<file path="src/rtl/ifp_pkg.sv">
package ifp_pkg;
  localparam int DW = 32;

  typedef enum logic [1:0] {
    MS_FLAG_SET = 2'd0,
    MS_FLAG_CLR = 2'd1,
    MS_MASK     = 2'd2,
    MS_NONE     = 2'd3
  } mod_sel_e;

  typedef enum logic [1:0] {
    CS_PEND_SET = 2'd0,
    CS_PEND_CLR = 2'd1,
    CS_LEN_SET  = 2'd2,
    CS_LEN_CLR  = 2'd3
  } core_sel_e;

  function automatic int idx_w(int n);
    return (n > 1) ? $clog2(n) : 1;
  endfunction
endpackage

</file>
<file path="src/rtl/ifp_regif.sv">
module ifp_regif
  import ifp_pkg::*;
#(
  parameter int NUM_MODS  = 4,
  parameter int FPM       = 4,
  parameter int NUM_LINES = 31,
  parameter int ADDR_W    = 5
) (
  input  logic                    bus_we,
  input  logic [ADDR_W-1:0]       bus_addr,
  output logic [DW-1:0]           bus_rdata,
  input  logic [NUM_MODS*FPM-1:0] flags,
  input  logic [NUM_MODS*FPM-1:0] masks,
  input  logic [NUM_LINES-1:0]    pend,
  input  logic [NUM_LINES-1:0]    len,
  output logic [NUM_MODS-1:0]     flag_set_we,
  output logic [NUM_MODS-1:0]     flag_clr_we,
  output logic [NUM_MODS-1:0]     mask_we,
  output logic                    pend_set_we,
  output logic                    pend_clr_we,
  output logic                    len_set_we,
  output logic                    len_clr_we
);
  localparam int IW = ADDR_W - 3;

  logic          core_hit;
  logic [1:0]    sel;
  logic [IW-1:0] idx;
  logic          mod_valid;

  assign core_hit  = bus_addr[ADDR_W-1];
  assign sel       = bus_addr[1:0];
  assign idx       = bus_addr[ADDR_W-2:2];
  assign mod_valid = (32'(idx) < NUM_MODS);

  always_comb begin
    flag_set_we = '0;
    flag_clr_we = '0;
    mask_we     = '0;
    pend_set_we = 1'b0;
    pend_clr_we = 1'b0;
    len_set_we  = 1'b0;
    len_clr_we  = 1'b0;
    if (bus_we) begin
      if (core_hit) begin
        case (core_sel_e'(sel))
          CS_PEND_SET: pend_set_we = 1'b1;
          CS_PEND_CLR: pend_clr_we = 1'b1;
          CS_LEN_SET:  len_set_we  = 1'b1;
          default:     len_clr_we  = 1'b1;
        endcase
      end else if (mod_valid) begin
        case (mod_sel_e'(sel))
          MS_FLAG_SET: flag_set_we[idx] = 1'b1;
          MS_FLAG_CLR: flag_clr_we[idx] = 1'b1;
          MS_MASK:     mask_we[idx]     = 1'b1;
          default:     ;
        endcase
      end
    end
  end

  always_comb begin
    bus_rdata = '0;
    if (core_hit) begin
      if (sel[1]) bus_rdata[NUM_LINES-1:0] = len;
      else        bus_rdata[NUM_LINES-1:0] = pend;
    end else if (mod_valid) begin
      case (mod_sel_e'(sel))
        MS_FLAG_SET,
        MS_FLAG_CLR: bus_rdata[FPM-1:0] = flags[32'(idx)*FPM +: FPM];
        MS_MASK:     bus_rdata[FPM-1:0] = masks[32'(idx)*FPM +: FPM];
        default:     ;
      endcase
    end
  end
endmodule

</file>
<file path="src/rtl/ifp_flag_bank.sv">
module ifp_flag_bank #(
  parameter int FPM = 4
) (
  input  logic           clk,
  input  logic           rst_n,
  input  logic [FPM-1:0] hw_evt,
  input  logic           set_we,
  input  logic           clr_we,
  input  logic           mask_we,
  input  logic [FPM-1:0] wdata,
  output logic [FPM-1:0] flags,
  output logic [FPM-1:0] mask,
  output logic           line_req
);
  // Event bits win over a clear in the same cycle.
  function automatic logic [FPM-1:0] flag_next(
    logic [FPM-1:0] cur, logic [FPM-1:0] hw,
    logic [FPM-1:0] sb,  logic [FPM-1:0] cb);
    return (cur & ~(cb & ~hw)) | hw | sb;
  endfunction

  logic [FPM-1:0] set_bits;
  logic [FPM-1:0] clr_bits;
  logic [FPM-1:0] gated;

  assign set_bits = set_we ? wdata : '0;
  assign clr_bits = clr_we ? wdata : '0;
  assign gated    = flags & mask;
  assign line_req = |gated;

  always_ff @(posedge clk or negedge rst_n) begin
    if (!rst_n) begin
      flags <= '0;
      mask  <= '0;
    end else begin
      flags <= flag_next(flags, hw_evt, set_bits, clr_bits);
      if (mask_we) mask <= wdata;
    end
  end

  a_r5_event_beats_clear: assert property (@(posedge clk) disable iff (!rst_n)
    (hw_evt != '0) |=> ((flags & $past(hw_evt)) == $past(hw_evt)));

  a_r4_clear_only_ones: assert property (@(posedge clk) disable iff (!rst_n)
    clr_we |=> ((flags & $past(clr_bits & ~hw_evt)) == '0));

  a_r4_idle_holds: assert property (@(posedge clk) disable iff (!rst_n)
    (!set_we && !clr_we && hw_evt == '0) |=> (flags == $past(flags)));
endmodule

</file>
<file path="src/rtl/ifp_pend_stage.sv">
module ifp_pend_stage #(
  parameter int NUM_LINES = 31
) (
  input  logic                 clk,
  input  logic                 rst_n,
  input  logic [NUM_LINES-1:0] line_req,
  input  logic [NUM_LINES-1:0] ack,
  input  logic                 pend_set_we,
  input  logic                 pend_clr_we,
  input  logic                 len_set_we,
  input  logic                 len_clr_we,
  input  logic [NUM_LINES-1:0] wdata,
  output logic [NUM_LINES-1:0] pend,
  output logic [NUM_LINES-1:0] len,
  output logic [NUM_LINES-1:0] irq_out
);
  // A clear in the same cycle wins; a line still high re-sets next edge.
  function automatic logic [NUM_LINES-1:0] pend_next(
    logic [NUM_LINES-1:0] cur, logic [NUM_LINES-1:0] sb,
    logic [NUM_LINES-1:0] cb);
    return (cur | sb) & ~cb;
  endfunction

  logic [NUM_LINES-1:0] sw_set_bits;
  logic [NUM_LINES-1:0] sw_clr_bits;
  logic [NUM_LINES-1:0] clr_bits;
  logic [NUM_LINES-1:0] set_bits;
  logic [NUM_LINES-1:0] len_set_bits;
  logic [NUM_LINES-1:0] len_clr_bits;
  logic [NUM_LINES-1:0] active;

  assign sw_set_bits  = pend_set_we ? wdata : '0;
  assign sw_clr_bits  = pend_clr_we ? wdata : '0;
  assign clr_bits     = sw_clr_bits | ack;
  assign set_bits     = sw_set_bits | line_req;
  assign len_set_bits = len_set_we ? wdata : '0;
  assign len_clr_bits = len_clr_we ? wdata : '0;
  assign active       = pend & len;

  always_ff @(posedge clk or negedge rst_n) begin
    if (!rst_n) begin
      pend    <= '0;
      len     <= '0;
      irq_out <= '0;
    end else begin
      pend    <= pend_next(pend, set_bits, clr_bits);
      len     <= (len & ~len_clr_bits) | len_set_bits;
      irq_out <= active;
    end
  end

  a_r7_line_sets_pend: assert property (@(posedge clk) disable iff (!rst_n)
    ((line_req & ~clr_bits) != '0) |=>
      ((pend & $past(line_req & ~clr_bits)) == $past(line_req & ~clr_bits)));

  a_r7_pend_has_source: assert property (@(posedge clk) disable iff (!rst_n)
    ((pend & ~$past(pend) & ~$past(line_req) & ~$past(sw_set_bits)) == '0));

  a_r10_ack_clears: assert property (@(posedge clk) disable iff (!rst_n)
    (ack != '0) |=> ((pend & $past(ack)) == '0));

  a_r9_out_needs_enable: assert property (@(posedge clk) disable iff (!rst_n)
    ((irq_out & ~$past(len)) == '0));
endmodule

</file>
<file path="src/rtl/irq_flag_pend_ctrl.sv">
module irq_flag_pend_ctrl
  import ifp_pkg::*;
#(
  parameter int NUM_MODS      = 4,
  parameter int FLAGS_PER_MOD = 4,
  parameter int NUM_LINES     = 31,
  localparam int ADDR_W       = ifp_pkg::idx_w(NUM_MODS) + 3,
  localparam int NFLAGS       = NUM_MODS * FLAGS_PER_MOD
) (
  input  logic                 clk,
  input  logic                 rst_n,
  input  logic [NFLAGS-1:0]    hw_evt,
  input  logic                 bus_we,
  input  logic [ADDR_W-1:0]    bus_addr,
  input  logic [DW-1:0]        bus_wdata,
  output logic [DW-1:0]        bus_rdata,
  input  logic [NUM_LINES-1:0] irq_ack,
  output logic [NUM_LINES-1:0] irq_out
);
  logic [NFLAGS-1:0]    flags;
  logic [NFLAGS-1:0]    masks;
  logic [NUM_MODS-1:0]  mod_line;
  logic [NUM_LINES-1:0] line_req;
  logic [NUM_LINES-1:0] pend;
  logic [NUM_LINES-1:0] len;
  logic [NUM_MODS-1:0]  flag_set_we;
  logic [NUM_MODS-1:0]  flag_clr_we;
  logic [NUM_MODS-1:0]  mask_we;
  logic                 pend_set_we;
  logic                 pend_clr_we;
  logic                 len_set_we;
  logic                 len_clr_we;
  logic                 unused_wdata;

  assign unused_wdata = ^bus_wdata;

  ifp_regif #(
    .NUM_MODS(NUM_MODS), .FPM(FLAGS_PER_MOD),
    .NUM_LINES(NUM_LINES), .ADDR_W(ADDR_W)
  ) u_regif (
    .bus_we(bus_we), .bus_addr(bus_addr), .bus_rdata(bus_rdata),
    .flags(flags), .masks(masks), .pend(pend), .len(len),
    .flag_set_we(flag_set_we), .flag_clr_we(flag_clr_we), .mask_we(mask_we),
    .pend_set_we(pend_set_we), .pend_clr_we(pend_clr_we),
    .len_set_we(len_set_we), .len_clr_we(len_clr_we)
  );

  for (genvar m = 0; m < NUM_MODS; m++) begin : g_mod
    ifp_flag_bank #(.FPM(FLAGS_PER_MOD)) u_bank (
      .clk(clk), .rst_n(rst_n),
      .hw_evt(hw_evt[m*FLAGS_PER_MOD +: FLAGS_PER_MOD]),
      .set_we(flag_set_we[m]), .clr_we(flag_clr_we[m]), .mask_we(mask_we[m]),
      .wdata(bus_wdata[FLAGS_PER_MOD-1:0]),
      .flags(flags[m*FLAGS_PER_MOD +: FLAGS_PER_MOD]),
      .mask(masks[m*FLAGS_PER_MOD +: FLAGS_PER_MOD]),
      .line_req(mod_line[m])
    );
  end

  for (genvar l = 0; l < NUM_LINES; l++) begin : g_line
    if (l < NUM_MODS) begin : g_fed
      assign line_req[l] = mod_line[l];
    end else begin : g_soft
      assign line_req[l] = 1'b0;
    end
  end

  ifp_pend_stage #(.NUM_LINES(NUM_LINES)) u_pend (
    .clk(clk), .rst_n(rst_n), .line_req(line_req), .ack(irq_ack),
    .pend_set_we(pend_set_we), .pend_clr_we(pend_clr_we),
    .len_set_we(len_set_we), .len_clr_we(len_clr_we),
    .wdata(bus_wdata[NUM_LINES-1:0]),
    .pend(pend), .len(len), .irq_out(irq_out)
  );

  a_r6_masked_no_pend: assert property (@(posedge clk) disable iff (!rst_n)
    (!pend_set_we && mod_line == '0) |=>
      ((pend[NUM_MODS-1:0] & ~$past(pend[NUM_MODS-1:0])) == '0));
endmodule

</file>
<file path="config.mk">
export PLATFORM = sky130hd
export DESIGN_NAME = irq_flag_pend_ctrl
export DESIGN_NICKNAME = d
export VERILOG_FILES = /design/src/rtl/ifp_pkg.sv /design/src/rtl/ifp_regif.sv /design/src/rtl/ifp_flag_bank.sv /design/src/rtl/ifp_pend_stage.sv /design/src/rtl/irq_flag_pend_ctrl.sv
export SDC_FILE = /design/constraint.sdc
export NUM_CORES = 1
export LEC_CHECK = 0
export ABC_CLOCK_PERIOD_IN_PS = 2700
export CORE_ASPECT_RATIO = 0.6
export CORE_MARGIN = 2
export CORE_UTILIZATION = 41
export DETAILED_ROUTE_END_ITERATION = 8
export PLACE_DENSITY = 0.66
export SETUP_SLACK_MARGIN = 0.3
export SLEW_MARGIN = 20
export SYNTH_ARGS = -nofsm -noshare
export SYNTH_HDL_FRONTEND = slang
export SYNTH_HIERARCHICAL = 1
export SYNTH_SLANG_ARGS = --single-unit
export TNS_END_PERCENT = 30
</file>
<file path="constraint.sdc">
create_clock -name clk -period 2.7 [get_ports clk]
set_input_delay 0.54 -clock clk [delete_from_list [all_inputs] [get_ports clk]]
set_output_delay 0.54 -clock clk [all_outputs]
set_load 0.01 [all_outputs]
</file>
# [Word level (Yosys, flattened, before mapping)]
# Cells that the tools add are included.
[op_classes] n_addsub=0 n_mul=0 div_mod_pow=0 order_cmp=2 n_eq_ne=2 shifts=2 mux=39 bitwise_logic=37 n_reduce_logical=8
[ops] op="two-way mux 31 bit" count=5
[ops] op="bitwise AND 31 bit" count=3
[ops] op="bitwise OR 31 bit" count=3
[ops] op="two-way mux 4 bit" count=18
[ops] op="NOT 31 bit" count=2
[ops] op="bitwise AND 4 bit" count=12
[ops] op="NOT 4 bit" count=8
[ops] op="bitwise OR 4 bit" count=8
[ops] op="indexed part select 16 x 5 -> 4 bit" count=2
[ops] op="bitwise OR 31 x 4 -> 31 bit" count=1
[ops] op="two-way mux 27 bit" count=1
[ops] op="OR reduction 4 bit" count=4
[ops] op="two-way mux 1 bit" count=13
[ops] op="case mux 4 bit (2 select lines)" count=1
[ops] op="< comparator 2 x 3 -> 1 bit (second input constant)" count=1
[ops] op="OR reduction 3 bit" count=1
[ops] op="demux 1 bit (select 2 bit)" count=1
[ops] op="equality test 2 x 1 -> 1 bit (second input constant)" count=1
[ops] op="equality test 2 bit (second input constant)" count=1
[ops] op=">= comparator 2 x 1 -> 1 bit (second input constant)" count=1
[ops] op="zero test 2 bit" count=1
[ops] op="OR reduction 2 bit" count=1
[ops] op="logical AND 1 bit" count=1
[totals] reg_bits=125 latchBits=0 ram_bits=0 romBits=0 inputBits=87 output_inout_bits=63 wordCells=101 memories=0

# [Depth between registers and ports, before layout]
# Gate-level depths: netlist of run 1.
[logic_depth] ltp_word=13 ltp_mapped=7 ltp_nobuf=5

# [Hierarchy]
# Netlist of run 1, hierarchy kept.
[by_module_without_submodules] mod="ifp_pend_stage" instances=1 cells_per_inst=260 area_each_um2=3761.1 seq_area_each_um2=2327.2
[by_module_without_submodules] mod="ifp_flag_bank" instances=4 cells_per_inst=23 area_each_um2=319.1 seq_area_each_um2=200.2
[by_module_without_submodules] mod="ifp_regif" instances=1 cells_per_inst=133 area_each_um2=967.2 seq_area_each_um2=0.0
[by_module_without_submodules] mod="irq_flag_pend_ctrl" instances=1 cells_per_inst=1 area_each_um2=3.8 seq_area_each_um2=0.0

# [Least setup slack after synthesis of run 1]
# Ideal clock, no wire load.
[synth_timing] path_kind="input to output" from="in bus_addr[1]" to="out bus_rdata[2]" arrival_time_ps=1587 required_ps=2160 setup_slack_ps=573 cell_stages=6 n_path_buf=2 path_cell_list="clkbuf_1 nand2b_1 buf_6 mux2i_1 and3_4 o41ai_2"
[synth_via] elab_chain_cells=4 elab_cells_between_ends=7 cone_classes="2 x eq/ne; 3 x mux; 2 x reduce/logical"
[synth_rtl] item="start: declaration" line="irq_flag_pend_ctrl.sv:14" rtl="input logic [ADDR_W-1:0] bus_addr,"
[synth_rtl] item="equality test 2 x 1 -> 1 bit / zero test 2 bit (equally long branches)" line="ifp_regif.sv:69" rtl="case (mod_sel_e'(sel))"
[synth_rtl] item="OR reduction 2 bit" line="ifp_regif.sv:69"
[synth_rtl] item="case mux 4 bit (2 select lines)" line="ifp_regif.sv:69"
[synth_rtl] item="two-way mux 4 bit (*)" line="ifp_regif.sv:65" rtl="if (core_hit) begin"
[synth_rtl] item="end: declaration" line="irq_flag_pend_ctrl.sv:16" rtl="output logic [DW-1:0] bus_rdata,"
# Every way passes the cells marked *; elsewhere a longest branch is shown, timed or not.

# [Final worst setup path of run 1]
[layout_timing] from="in bus_addr[1]" to="out bus_rdata[7]"
[layout_via] elab_chain_cells=2
[layout_rtl] item="two-way mux 31 bit" line="ifp_regif.sv:66" rtl="if (sel[1]) bus_rdata[NUM_LINES-1:0] = len;"
[layout_rtl] item="two-way mux 27 bit" line="ifp_regif.sv:65"
# No other way between the ends.

==> flow_metrics.py, run 1 <==
metrics = {
    "run_status": {
        "status": "completed",
    },
    "floorplanning": {
        "design.core.area_mm2": 0.0144,
        "io-pin-count": 150,
        "die-area_mm2": 0.0157,
        "die_x_um": 160,
        "initial_utilization_pct": 41.7,
        "rows": 34,
        "dieHeight_um": 97.8,
    },
    "synth": {
        "synth_area_leaders": "dfrtp_1 52%, a211oi_2 12%, mux2i_1 5.7%",
        "ys_async_sr_fraction_pct": 100,
        "synthCells": 486,
        "synth_edf_count": 0,
        "ys_dominant_reg_cell": "dfrtp_1",
        "yosysMostFrequentCell": "dfrtp_1",
        "ys_ff_latch": 125,
        "yosysTopAreaCell": "dfrtp_1",
        "synth_top_cell_area_share_pct": 52.1,
        "ys_seq_area_share_pct": 52.1,
        "ys.warnings.count": 6,
        "synth_area_mm2": 0.00601,
        "synth_commonest_cells": "125 x dfrtp_1, 60 x a211oi_2, 54 x nand2_1, 34 x mux2i_1",
        "ys_types": 31,
        "syn_area_per_cell_um2": 12.4,
    },
    "drt": {
        "wl_mm": 17.8,
        "vias": 4734,
        "dr.pass1.iters": 4,
        "remaining_drc_errors": 0,
        "ant_nets": 0,
        "via_per_inst": 5.30,
        "initialDrtViolationCount": 282,
        "post_drt_wl_per_cell_um": 19.9,
    },
    "setup_path": {
        "critical_path.top_delay_family": "buffers and inverters",
        "cp-start-kind": "input pin",
        "ff2ff_path_depth": 4,
        "critPathSlowestCell": "clkdlybuf4s50_1",
        "crit_chain": "buf_4 -> buf_6 -> buf_12 -> mux2i_1 -> nor2b_1 -> clkdlybuf4s50_1",
        "cp_max_fo": 9,
        "worstPathArrival_ps": 1870,
        "crit_type": "in -> out",
        "cpPeakStageDelay_ps": 560,
        "path_buf_inv": 4,
        "rrSetupSlack_ps": 1470,
        "end_kind": "primary output",
        "reg2reg_to": "u_pend/pend[3]$_DFF_PN0_",
        "reg2reg_from": "g_mod[3].u_bank/mask[2]$_DFFE_PN0P_",
        "crit_required_ps": 2160,
    },
    "sta": {
        "tightest_slew_ps": 768,
        "finalHoldViolations": 0,
        "rsz0062_at_grt": "true",
        "postLayoutSetupSlackWorst_ps": 292,
        "slew_violations": 0,
        "fmax_mhz": 415,
        "fin_crit_ps": 2410,
        "finalCritPeriodShare_pct": 89.2,
        "relSlewSlack_pct": 48.6,
        "final.setup_skew_ps": 10.5,
        "finalSetupViolCount": 0,
    },
    "power": {
        "p_switching_mw": 1.56,
        "powerDensity_mw_per_mm2": 647,
        "p_clk_share_pct": 39.5,
        "pwr-share-seq_pct": 41.2,
        "switching_share_pct": 27.8,
        "power.internal_mw": 4.03,
        "p_leak_nw": 3.59,
        "combPwrFrac_pct": 19.3,
        "fin_total_pwr_mw": 5.59,
        "vdd_drop_max_mv": 0.378,
    },
    "clock_tree": {
        "cts-buffers-inserted": 17,
        "clk_pin_slew_worst_paths_ps": 60,
        "h-tree-depth": 4,
        "cts_tree": "built",
        "insertion_delay_ps": 410,
        "cts_root_buffer": "clkbuf_16",
        "cts_buffer_depth": 2,
        "cts_sinks": 125,
        "postCtsHoldBufs": 0,
    },
    "layout": {
        "multiInputGateArea_mm2": 0.00288,
        "layout.nets": 770,
        "num-fill-cells": 1172,
        "diodes": 0,
        "drive_gt1_share_pct": 24.0,
        "area_growth_pct": 43.6,
        "ff_latch_area_mm2": 0.00313,
        "finalInstanceArea_mm2": 0.00863,
    },
    "global_route": {
        "grt_pass1_wl_mm": 27.5,
        "grt_usage_pct": 23.0,
        "grt_start_max_net_pins": 85,
        "grt.overflow.total": 0,
        "grt_pass1_vias": 4820,
        "grt_antenna_before_repair": 1,
    },
    "worst_hold_path": {
        "hold_path_class": "in -> async",
    },
    "place": {
        "place.gp.congestion": 0.897,
        "dpl-instance-area_mm2": 0.00793,
        "dpl_worst_slack_ps": -361,
        "portBuffers": 147,
        "hpwl_mm": 11.9,
    },
    "job": {
        "maxCapViolCount": 0,
    },
}
==> through the flow <==
stage	utilization (%)	hold WS, ps	setup TNS, ps	instances
finish	59.8	14.1	0	894
global route	59.8	20.2	0	894
CTS	59.5	10.1	0	892
detailed placement	55.0	450	-1310	855
global placement	55.0	444	-1070	855
floorplan	-	244	0	512
==> layer usage <==
metal | wire, um | global-route usage, %
met1 | 8940 | 34.8
met5 | 0 | 0
met2 | 7440 | 32.5
met4 | 97 | 4.50
met3 | 1290 | 7.48
==> registers in the layout, indices dropped and copies added (netlist names) <==
name,count
u_pend/irq_out,31
u_pend/len,31
u_pend/pend,31
g_mod.u_bank/flags,16
g_mod.u_bank/mask,16
==> power by group through the flow <==
| stage | Sequential (mW) | Clock, mW | Combinational [mW] |
|---|---|---|---|
| detailed placement | 2.32 | 0 | 1.06 |
| global placement | 2.32 | 0 | 1.04 |
| CTS | 2.30 | 2.26 | 1.07 |
| finish | 2.30 | 2.21 | 1.08 |
| global route | 2.33 | 2.34 | 1.16 |
| floorplan | 2.30 | 0 | 0.489 |
==> worst max path at each step <==
stage                start             to  slack [ps]  cells after the start
6_report       bus_addr[1]   bus_rdata[7]         290                      6
5_1_grt        bus_addr[0]   bus_rdata[2]         260                      7
4_1_cts        bus_addr[4]  bus_rdata[13]         240                      5
3_5_place_dp   bus_addr[0]   bus_rdata[3]        -360                      7
3_3_place_gp   bus_addr[0]   bus_rdata[3]        -280                      7
2_1_floorplan  bus_addr[1]   bus_rdata[2]         570                      6
==> logic make-up (layout without fill, tap and decap cells) <==
group,after synthesis,after routing,synth area share (%)
mux,56,56,9.98
simple gates,143,143,12.2
buf+inv,27,211,2.73
flops,125,125,52.1
compound gates,133,133,22.9
other cells,2,28,0.125
==> cells in the final DEF (no fill, tap or decap), types with 21 or more instances in the layout <==
cell type	count
nand2_1	54
and2_1	31
dfrtp_1	125
mux2_2	21
nor2b_1	26
conb_1	28
a22o_1	31
mux2i_1	31
clkdlybuf4s50_1	133
buf_4	22
a211oi_2	60
==> area by class of cell <==
cell class	count	share of cell area, %
Sequential cell	125	36.2
Multi-Input combinational cell	360	33.4
Timing Repair Buffer	179	20.8
Clock buffer	19	5.13
Tap cell	198	2.87
Clock inverter	13	1.54
==> what timing repair did <==
item / 4_1_cts / 5_1_grt
cloned: 0 / 1
pin swaps: 4 / 0
setup buffers: 5 / 1
endpoints found under the setup margin: 31 / 20
gates resized for setup: 38 / 8
Note: power is estimated with default switching activity, not from simulation.
==> inputs of run 2 (changes only) <==
--- a/config.mk
+++ b/config.mk
@@ -10,6 +10,8 @@
 export CORE_MARGIN = 2
 export CORE_UTILIZATION = 41
 export DETAILED_ROUTE_END_ITERATION = 8
+export GPL_TIMING_DRIVEN = 0
+export HOLD_SLACK_MARGIN = 0.1
 export PLACE_DENSITY = 0.66
 export SETUP_SLACK_MARGIN = 0.3
 export SLEW_MARGIN = 20
==> flow_metrics.py, run 2 (synthesis results as in run 1) <==
metrics = {
    "run_status": {
        "status": "completed",
    },
    "drt": {
        "m1WireLength_mm": 8.08,
        "via_per_inst": 5.33,
        "dr.pass1.iters": 5,
        "dr_wl_met3_mm": 1.40,
        "vias": 4734,
        "met2_wirelength_mm": 7.19,
        "top_layer": "met4",
        "remaining_drc_errors": 0,
        "wl_mm": 16.8,
        "post_drt_wl_per_cell_um": 18.9,
        "ant_nets": 0,
        "initialDrtViolationCount": 294,
    },
    "place": {
        "hpwl_mm": 11.8,
        "portBuffers": 144,
        "place.gp.congestion": 0.890,
        "place_inst": 855,
        "dpl-instance-area_mm2": 0.00783,
    },
    "setup_path": {
        "reg2reg_from": "g_mod[3].u_bank/flags[0]$_DFF_PN0_",
        "ff2ff_path_depth": 4,
        "cp-start-kind": "input pin",
        "worstPathArrival_ps": 1850,
        "reg2reg_to": "u_pend/pend[3]$_DFF_PN0_",
        "cp_max_fo": 10,
        "crit_required_ps": 2160,
        "crit_type": "in -> out",
        "end_kind": "primary output",
        "rrSetupSlack_ps": 1440,
    },
    "floorplanning": {
        "dieHeight_um": 97.8,
        "initial_utilization_pct": 41.7,
        "design.core.area_mm2": 0.0144,
        "rows": 34,
        "die-area_mm2": 0.0157,
        "io-pin-count": 150,
        "die_x_um": 160,
    },
    "power": {
        "p_leak_nw": 3.54,
        "vdd_drop_max_mv": 0.368,
        "powerDensity_mw_per_mm2": 654,
    },
    "global_route": {
        "grt.overflow.total": 0,
        "grt_usage_pct": 22.2,
        "grt_antenna_before_repair": 0,
        "grt_pass1_wl_mm": 26.8,
        "grt_start_max_net_pins": 96,
        "grt_pass1_vias": 4873,
    },
    "layout": {
        "area_growth_pct": 42.3,
        "stdcell_count": 888,
        "diodes": 0,
        "num-fill-cells": 1172,
        "reg.largest.list": "u_pend/irq_out x31, u_pend/len x31, u_pend/pend x31",
        "finalInstanceArea_mm2": 0.00855,
        "layout.nets": 765,
        "drive_gt1_share_pct": 22.5,
        "layout_common_cells": "136 x clkdlybuf4s50_1, 125 x dfrtp_1, 60 x a211oi_2, 54 x nand2_1",
        "final_common_cell": "clkdlybuf4s50_1",
    },
    "sta": {
        "finalHoldViolations": 0,
        "final.setup_skew_ps": 7.29,
        "fin_crit_ps": 2390,
        "finalCritPeriodShare_pct": 88.4,
        "fin_tns_setup_ps": 0,
        "rsz0062_at_grt": "true",
        "finalSetupViolCount": 0,
        "fmax_mhz": 419,
        "tightest_slew_ps": 749,
        "slew_violations": 0,
        "relSlewSlack_pct": 49.7,
    },
    "clock_tree": {
        "insertion_delay_ps": 410,
        "cts_root_buffer": "clkbuf_16",
        "cts_buffer_depth": 2,
        "clk_pin_slew_worst_paths_ps": 60,
        "cts_sinks": 125,
        "h-tree-depth": 4,
        "cts-buffers-inserted": 17,
        "cts_tree": "built",
    },
    "worst_hold_path": {
        "min_from": "u_pend/len[2]$_DFF_PN0_",
        "min_path_cells": 1,
        "hold_path_class": "reg -> reg",
        "hold_path_end": "u_pend/irq_out[2]$_DFF_PN0_",
    },
    "job": {
        "maxCapViolCount": 0,
    },
}
run 2: cell types whose count changed in the layout (fill, tap and decap cells not counted), sizes merged:
cell,previous run,this run
clkdlybuf4s15,0,2
buf,37,27
dlygate4sd2,4,2
clkdlybuf4s50,133,136
clkinvlp,4,1
clkinv,4,9
bufinv,1,2
clkbuf,21,23
dlygate4sd3,0,1
dlymetal6s2s,3,1
inv,4,1
run 2: what timing repair did:
item	4_1_cts	5_1_grt
gates resized for setup	41	15
pin swaps	0	1
hold buffers	1	0
hold endpoints to repair	30	0
setup buffers	1	0
setup endpoints to repair	31	12
run 2: worst max-delay path by stage:
stage	endpoint	slack, ps	startpoint	cells after the start
floorplan	bus_rdata[2]	570	bus_addr[1]	6
global placement	u_pend/irq_out[12]$_DFF_PN0_	-3940	rst_n	1
detailed placement	bus_rdata[2]	-680	bus_addr[0]	7
CTS	bus_rdata[26]	270	bus_addr[1]	5
global route	bus_rdata[21]	270	bus_addr[1]	5
finish	bus_rdata[30]	310	bus_addr[4]	4
run 2: layout make-up:
| class | count | area, um^2 | share of cell area [%] |
|---|---|---|---|
| clock inverter | 13 | 144 | 1.68 |
| timing repair buffer | 147 | 1490 | 17.4 |
| sequential | 125 | 3130 | 36.6 |
| buffer | 27 | 229 | 2.68 |
| multi-input combinational | 360 | 2870 | 33.6 |
| clock buffer | 18 | 439 | 5.14 |
| tap | 198 | 248 | 2.90 |
run 2: critical path: stages:
cell and delay, ps:
clkdlybuf4s15_2 270, clkbuf_8 210, nor2b_1 240, clkdlybuf4s50_1 580
run 2: routing by layer:
layer / vias up / track usage (%)
met5: - / 0
met3: 14 / 7.90
met4: 0 / 5.61
li1: 2173 / -
met2: 176 / 31.4
met1: 2371 / 32.4
run 2: where the power goes:
group	internal (mW)	switching, mW
Clock	1.38	0.851
Sequential	2.12	0.179
Combinational	0.596	0.464
run 2: per-stage QoR:
| stage | util [%] | setup slack, ps | hold WS, ps | total power, mW |
|---|---|---|---|---|
| CTS | 58.9 | 268 | 513 | 5.64 |
| finish | 59.3 | 314 | 510 | 5.59 |
| floorplan | - | 573 | 244 | 2.79 |
| global route | 59.3 | 271 | 531 | 5.85 |
| global placement | 54.1 | -3940 | 490 | 3.33 |
| detailed placement | 54.3 | -684 | 415 | 3.36 |
